### src/rtl/cic_pkg.sv
package cic_pkg;
   // Which core a result refers to
   typedef enum logic {
      CIC_SRC_PRI = 1'b0,
      CIC_SRC_SEC = 1'b1
   } cic_src_e;
endpackage

### src/rtl/cic_line_pick.sv
// Effective line of one core: the reported line, or the spurious line if none.
module cic_line_pick #(
   parameter int LW        = 3,
   parameter int SPUR_LINE = 7
) (
   input  logic          pend,
   input  logic [LW-1:0] line,
   output logic [LW-1:0] eff
);
   localparam logic [LW-1:0] SPUR = LW'(SPUR_LINE);
   assign eff = pend ? line : SPUR;
endmodule

### src/rtl/cic_vec_form.sv
// Vector from base and line: either added or merged into the low bits.
module cic_vec_form #(
   parameter int VEC_W    = 8,
   parameter int LW       = 3,
   parameter bit ADD_MODE = 1'b1
) (
   input  logic [VEC_W-1:0] base,
   input  logic [LW-1:0]    line,
   output logic [VEC_W-1:0] vec
);
   localparam int PAD = VEC_W - LW;
   logic [VEC_W-1:0] line_x;
   assign line_x = {{PAD{1'b0}}, line};
   generate
      if (ADD_MODE) begin : g_add
         assign vec = base + line_x;
      end else begin : g_or
         assign vec = base | line_x;
      end
   endgenerate
endmodule

### src/rtl/cic_casc_pulse.sv
// Alternating high/low pulse into primary line 2 while the secondary has a request.
module cic_casc_pulse (
   input  logic clk,
   input  logic rst_n,
   input  logic sec_pend,
   output logic pulse
);
   logic pulse_q;
   always_ff @(posedge clk or negedge rst_n) begin
      if (!rst_n) pulse_q <= 1'b0;
      else        pulse_q <= sec_pend & ~pulse_q;
   end
   assign pulse = pulse_q;
endmodule

### src/rtl/cic_cascade_ack.sv
module cic_cascade_ack #(
   parameter int LINES     = 8,
   parameter int VEC_W     = 8,
   parameter int CASC_LINE = 2,
   parameter int SPUR_LINE = 7,
   parameter bit VEC_ADD   = 1'b1,
   localparam int LW       = $clog2(LINES),
   localparam int GW       = LW + 1
) (
   input  logic             clk,
   input  logic             rst_n,
   input  logic             mst_pend,
   input  logic [LW-1:0]    mst_line,
   input  logic [VEC_W-1:0] mst_base,
   input  logic             slv_pend,
   input  logic [LW-1:0]    slv_line,
   input  logic [VEC_W-1:0] slv_base,
   input  logic             cpu_ack,
   input  logic             stat_rd,
   output logic             cpu_int,
   output logic             casc_req,
   output logic             mst_ack,
   output logic [LW-1:0]    mst_ack_line,
   output logic             slv_ack,
   output logic [LW-1:0]    slv_ack_line,
   output logic             mst_clr,
   output logic [LW-1:0]    mst_clr_line,
   output logic             slv_clr,
   output logic [LW-1:0]    slv_clr_line,
   output logic             mst_rsel_isr,
   output logic             ack_done,
   output logic [VEC_W-1:0] ack_vec,
   output logic [GW-1:0]    ack_line,
   output logic             stat_done,
   output logic [GW-1:0]    stat_line
);
   import cic_pkg::*;

   localparam logic [LW-1:0] CASC = LW'(CASC_LINE);

   generate
      if (LINES < 2 || (LINES & (LINES - 1)) != 0) begin : g_bad_lines
         $error("LINES must be a power of two, at least 2");
      end
      if (CASC_LINE >= LINES || SPUR_LINE >= LINES) begin : g_bad_line_no
         $error("CASC_LINE and SPUR_LINE must be below LINES");
      end
      if (VEC_W < LW) begin : g_bad_vec
         $error("VEC_W must hold a line number");
      end
   endgenerate

   // effective lines with spurious substitution
   logic [LW-1:0] pri_eff, sec_eff;
   cic_line_pick #(.LW(LW), .SPUR_LINE(SPUR_LINE)) u_pick_pri (
      .pend(mst_pend), .line(mst_line), .eff(pri_eff));
   cic_line_pick #(.LW(LW), .SPUR_LINE(SPUR_LINE)) u_pick_sec (
      .pend(slv_pend), .line(slv_line), .eff(sec_eff));

   // cascade request pulse
   cic_casc_pulse u_casc (.clk(clk), .rst_n(rst_n), .sec_pend(slv_pend), .pulse(casc_req));

   assign cpu_int = mst_pend;

   // source selection shared by acknowledge and status read
   cic_src_e src;
   assign src = (mst_pend && mst_line == CASC) ? CIC_SRC_SEC : CIC_SRC_PRI;

   logic [GW-1:0] comb_line;
   assign comb_line = (src == CIC_SRC_SEC) ? {1'b1, sec_eff} : {1'b0, pri_eff};

   logic [VEC_W-1:0] pri_vec, sec_vec;
   cic_vec_form #(.VEC_W(VEC_W), .LW(LW), .ADD_MODE(VEC_ADD)) u_vec_pri (
      .base(mst_base), .line(pri_eff), .vec(pri_vec));
   cic_vec_form #(.VEC_W(VEC_W), .LW(LW), .ADD_MODE(VEC_ADD)) u_vec_sec (
      .base(slv_base), .line(sec_eff), .vec(sec_vec));

   // acknowledge strobes to the cores
   assign mst_ack      = cpu_ack & mst_pend;
   assign mst_ack_line = mst_line;
   assign slv_ack      = cpu_ack & (src == CIC_SRC_SEC) & slv_pend;
   assign slv_ack_line = slv_line;

   // status read: acknowledge has priority
   logic stat_go;
   assign stat_go      = stat_rd & ~cpu_ack;
   assign mst_clr      = stat_go & mst_pend;
   assign mst_clr_line = mst_line;
   assign slv_clr      = stat_go & (src == CIC_SRC_SEC) & slv_pend;
   assign slv_clr_line = slv_line;
   assign mst_rsel_isr = stat_go;

   always_ff @(posedge clk or negedge rst_n) begin
      if (!rst_n) begin
         ack_done  <= 1'b0;
         ack_vec   <= '0;
         ack_line  <= '0;
         stat_done <= 1'b0;
         stat_line <= '0;
      end else begin
         ack_done  <= cpu_ack;
         stat_done <= stat_go;
         if (cpu_ack) begin
            ack_line <= comb_line;
            ack_vec  <= (src == CIC_SRC_SEC) ? sec_vec : pri_vec;
         end
         if (stat_go) stat_line <= comb_line;
      end
   end
endmodule

### config.mk
export PLATFORM = sky130hd
export DESIGN_NAME = cic_cascade_ack
export DESIGN_NICKNAME = d
export VERILOG_FILES = /design/src/rtl/cic_pkg.sv /design/src/rtl/cic_line_pick.sv /design/src/rtl/cic_vec_form.sv /design/src/rtl/cic_casc_pulse.sv /design/src/rtl/cic_cascade_ack.sv
export SDC_FILE = /design/constraint.sdc
export NUM_CORES = 1
export LEC_CHECK = 0
export ABC_CLOCK_PERIOD_IN_PS = 2300
export BUFFER_PORTS_ARGS = -buffer_cell sky130_fd_sc_hd__buf_2
export CAP_MARGIN = 20
export CORE_ASPECT_RATIO = 1.2
export CORE_MARGIN = 3
export CORE_UTILIZATION = 49
export DETAILED_ROUTE_END_ITERATION = 8
export PLACE_DENSITY = 0.85
export SLEW_MARGIN = 20
export SYNTH_ARGS = -nofsm -noshare
export SYNTH_HDL_FRONTEND = slang
export SYNTH_SLANG_ARGS = --single-unit
### constraint.sdc
create_clock -name clk -period 2.3 [get_ports clk]
set_clock_uncertainty 0.15 [all_clocks]
set_input_delay 0.46 -clock clk [delete_from_list [all_inputs] [get_ports clk]]
set_output_delay 0.46 -clock clk [all_outputs]
set_load 0.02 [all_outputs]
==> impl_metrics.json <==
{
  "area_growth_pct": 23.66,
  "synthCells": 141,
  "worst_ep_arrival_time_ns": 2.12,
  "vias_per_cell": 5.184,
  "placed_area_um2": 1585,
  "reg2regPathDepth": 2,
  "grt_pass1_wl_mm": 4.988,
  "cp_top_family": "adder cells",
  "yosysUniqueCellTypes": 33,
  "multi_input_comb_area_um2": 679.4,
  "grt_max_degree": 27,
  "drt-initial-drc-count": 35,
  "worstMarginPinSlew_ns": 0.4141,
  "start_util": 0.5408,
  "final_antenna_net_count": 0,
  "grt-ovfl-total": 0,
  "antenna-diode-count": 0,
  "regArea_um2": 475.5,
  "worst-path-stages": 8,
  "period_minus_slack_ns": 2.093,
  "post-route-period-util": 0.9099,
  "clkPwrFrac": 0.190,
  "start_kind": "input pin",
  "wl_per_cell_um": 13.37,
  "p_switching_mw": 0.2969,
  "dp_slack_ns": -0.1358,
  "slowest_stage": "fa_1",
  "grt_setup_unrepaired": "no",
  "path_buf_inv": 1,
  "insertion_delay_ns": 0.29,
  "ys_seq_elements": 19,
  "irDropWorstVdd_uv": 256.5,
  "crit_type": "input pin to register",
  "dr.pass1.iters": 4,
  "cts_resized": 0,
  "hold_viol": 0,
  "synth_nets": 177,
  "power_frac_comb": 0.357,
  "power_density_nw_per_um2": 528.1,
  "final_cell_mix": "buf_2 (64), dfrtp_1 (19), nand2_1 (15)",
  "num_rows": 19,
  "core_um2": 2425,
  "drc": 0,
  "synthTopCellsByArea": "dfrtp_1 (36%), buf_4 (7.4%), xnor2_1 (6.0%)",
  "layout.nets": 234,
  "netlist.area_leader.share": 0.3626,
  "max_freq_ghz": 0.4778,
  "setup_violations": 0,
  "power.total_mw": 0.8563,
  "yosys_warnings": 0,
  "grtUsageTotal": 0.1931,
  "gp_congestion": 0.8256,
  "cp_cell_sequence": "buf_2 > or2b_1 > ha_1 > fa_1 > a21oi_1 > nor3b_2 > xnor2_1 > o221ai_2",
  "clkTransAtPathRegs_ns": 0.11,
  "power_leakage_nw": 0.8268,
  "netlist_area_um2": 1311,
  "antenna_found_initial": 0,
  "pin_count": 65,
  "postSynthAreaPerCell_um2": 9.300,
  "internal_power_mw": 0.5594,
  "final_common_cell": "buf_2",
  "setup_total_negative_slack_ns": 0,
  "crit_required_ns": 2.32,
  "die_area_um2": 3336,
  "end_kind": "register",
  "pwr-share-seq": 0.453,
  "port_buffers": 64,
  "htreeDepth": 1,
  "max_slew_margin": 0.7224,
  "clk_path_buf_depth": 2,
  "final_cells": 228,
  "cts_root_buffer": "clkbuf_4",
  "fillCellCount": 229,
  "first_global_vias": 1154,
  "status": "completed",
  "final_cell_area_um2": 1622,
  "vias": 1182,
  "min_path_type": "register to register",
  "drive_gt1_frac": 0.3959,
  "worst_slack_ns": 0.2073,
  "worstPathMaxFanout": 5,
  "synth_top_area_cell": "dfrtp_1",
  "crit_path_max_incr_delay_ns": 0.41,
  "die_h_um": 62.67,
  "cts_tree": "yes",
  "clock_sinks": 19,
  "cts_buffers": 3,
  "wl_mm": 3.048,
  "max_cap_violations": 0,
  "finalMaxSlewViolations": 0,
  "die_x_um": 53.23,
  "swShare": 0.3467,
  "hpwl_mm": 2.552,
  "place_inst": 223,
  "hold_depth": 1,
  "ys_seq_area_frac": 0.3626
}
-- timing repair --
action / 4_1_cts / 5_1_grt
buffers inserted: 0 / 0
hold buffers: 1 / 0
endpoints found under the hold margin: 19 / 0
-- cell families after synthesis --
| family | after synthesis | share of synthesized area |
|---|---|---|
| muxes | 3 | 0.02481 |
| xor gates and xnor gates | 10 | 0.06680 |
| and+or+nand+nor | 48 | 0.2118 |
| adders and majority gates | 8 | 0.08779 |
| DFF | 19 | 0.3626 |
| AOI/OAI and AO/OA | 27 | 0.1269 |
| buffers and inverters | 26 | 0.1193 |
-- worst paths after layout --
kind                              start            to  slack, ns
max in group asynchronous         rst_n    ack_vec[1]       1.22
min                        u_casc.pulse  u_casc.pulse       0.28
max                            mst_pend    ack_vec[6]       0.21
max reg2reg                  ack_vec[6]    ack_vec[6]       1.43
min in group asynchronous         rst_n    ack_vec[6]       0.48
min reg2reg                u_casc.pulse  u_casc.pulse       0.28
-- power by group through the flow --
stage                     combinational [mW]  sequential [mW]  clock (mW)
after floorplan                        0.154            0.441           0
after global placement                 0.297            0.393           0
after detailed placement               0.306            0.395           0
after CTS                              0.308            0.388       0.162
after global routing                   0.334            0.393       0.185
final                                  0.305            0.388       0.163
-- layout make-up --
cell class,count,area share
multi-input combinational,96,0.4190
tap,31,0.02392
clock buffer,4,0.01620
inverter,7,0.01620
sequential,19,0.2932
timing repair buffer,71,0.2315
-- worst reg2reg max path, stage by stage (launching register included) --
cell and delay [ns]:
dfrtp_1 0.41, nand2b_1 0.10, o221ai_2 0.09
-- per-layer routing --
metal	track usage	routed length [µm]
met4	0.08307	27
met5	0	0
met3	0.002387	165
met1	0.2398	1186
met2	0.3374	1669
-- registers in the layout, indices dropped and copies added (netlist names) --
name and flops:
ack_vec 8, ack_line 4, stat_line 4, ack_done 1, stat_done 1, u_casc.pulse 1
-- Yosys cell counts (all sizes together) --
library cell	count
nand2b	7
nand2	16
nor2b	2
o211ai	1
o21ai	7
nand3	4
o221ai	5
and4bb	1
and2	2
nor2	4
xnor2	9
and2b	1
clkbuf	1
mux2i	1
nand4bb	1
xor2	1
and3	2
mux2	2
ha	6
dfrtp	19
a31oi	3
a21oi	11
fa	2
or2b	2
nand3b	2
inv	7
nand4	2
nor3b	2
buf	18
-- metrics by stage --
step	hold WS (ns)	utilization
floorplan	0.01441	-
global placement	0.2575	0.6538
detailed placement	0.2634	0.6538
CTS	0.2816	0.6687
global route	0.3079	0.6687
finish	0.2761	0.6687
(Power assumes the default switching activity.)
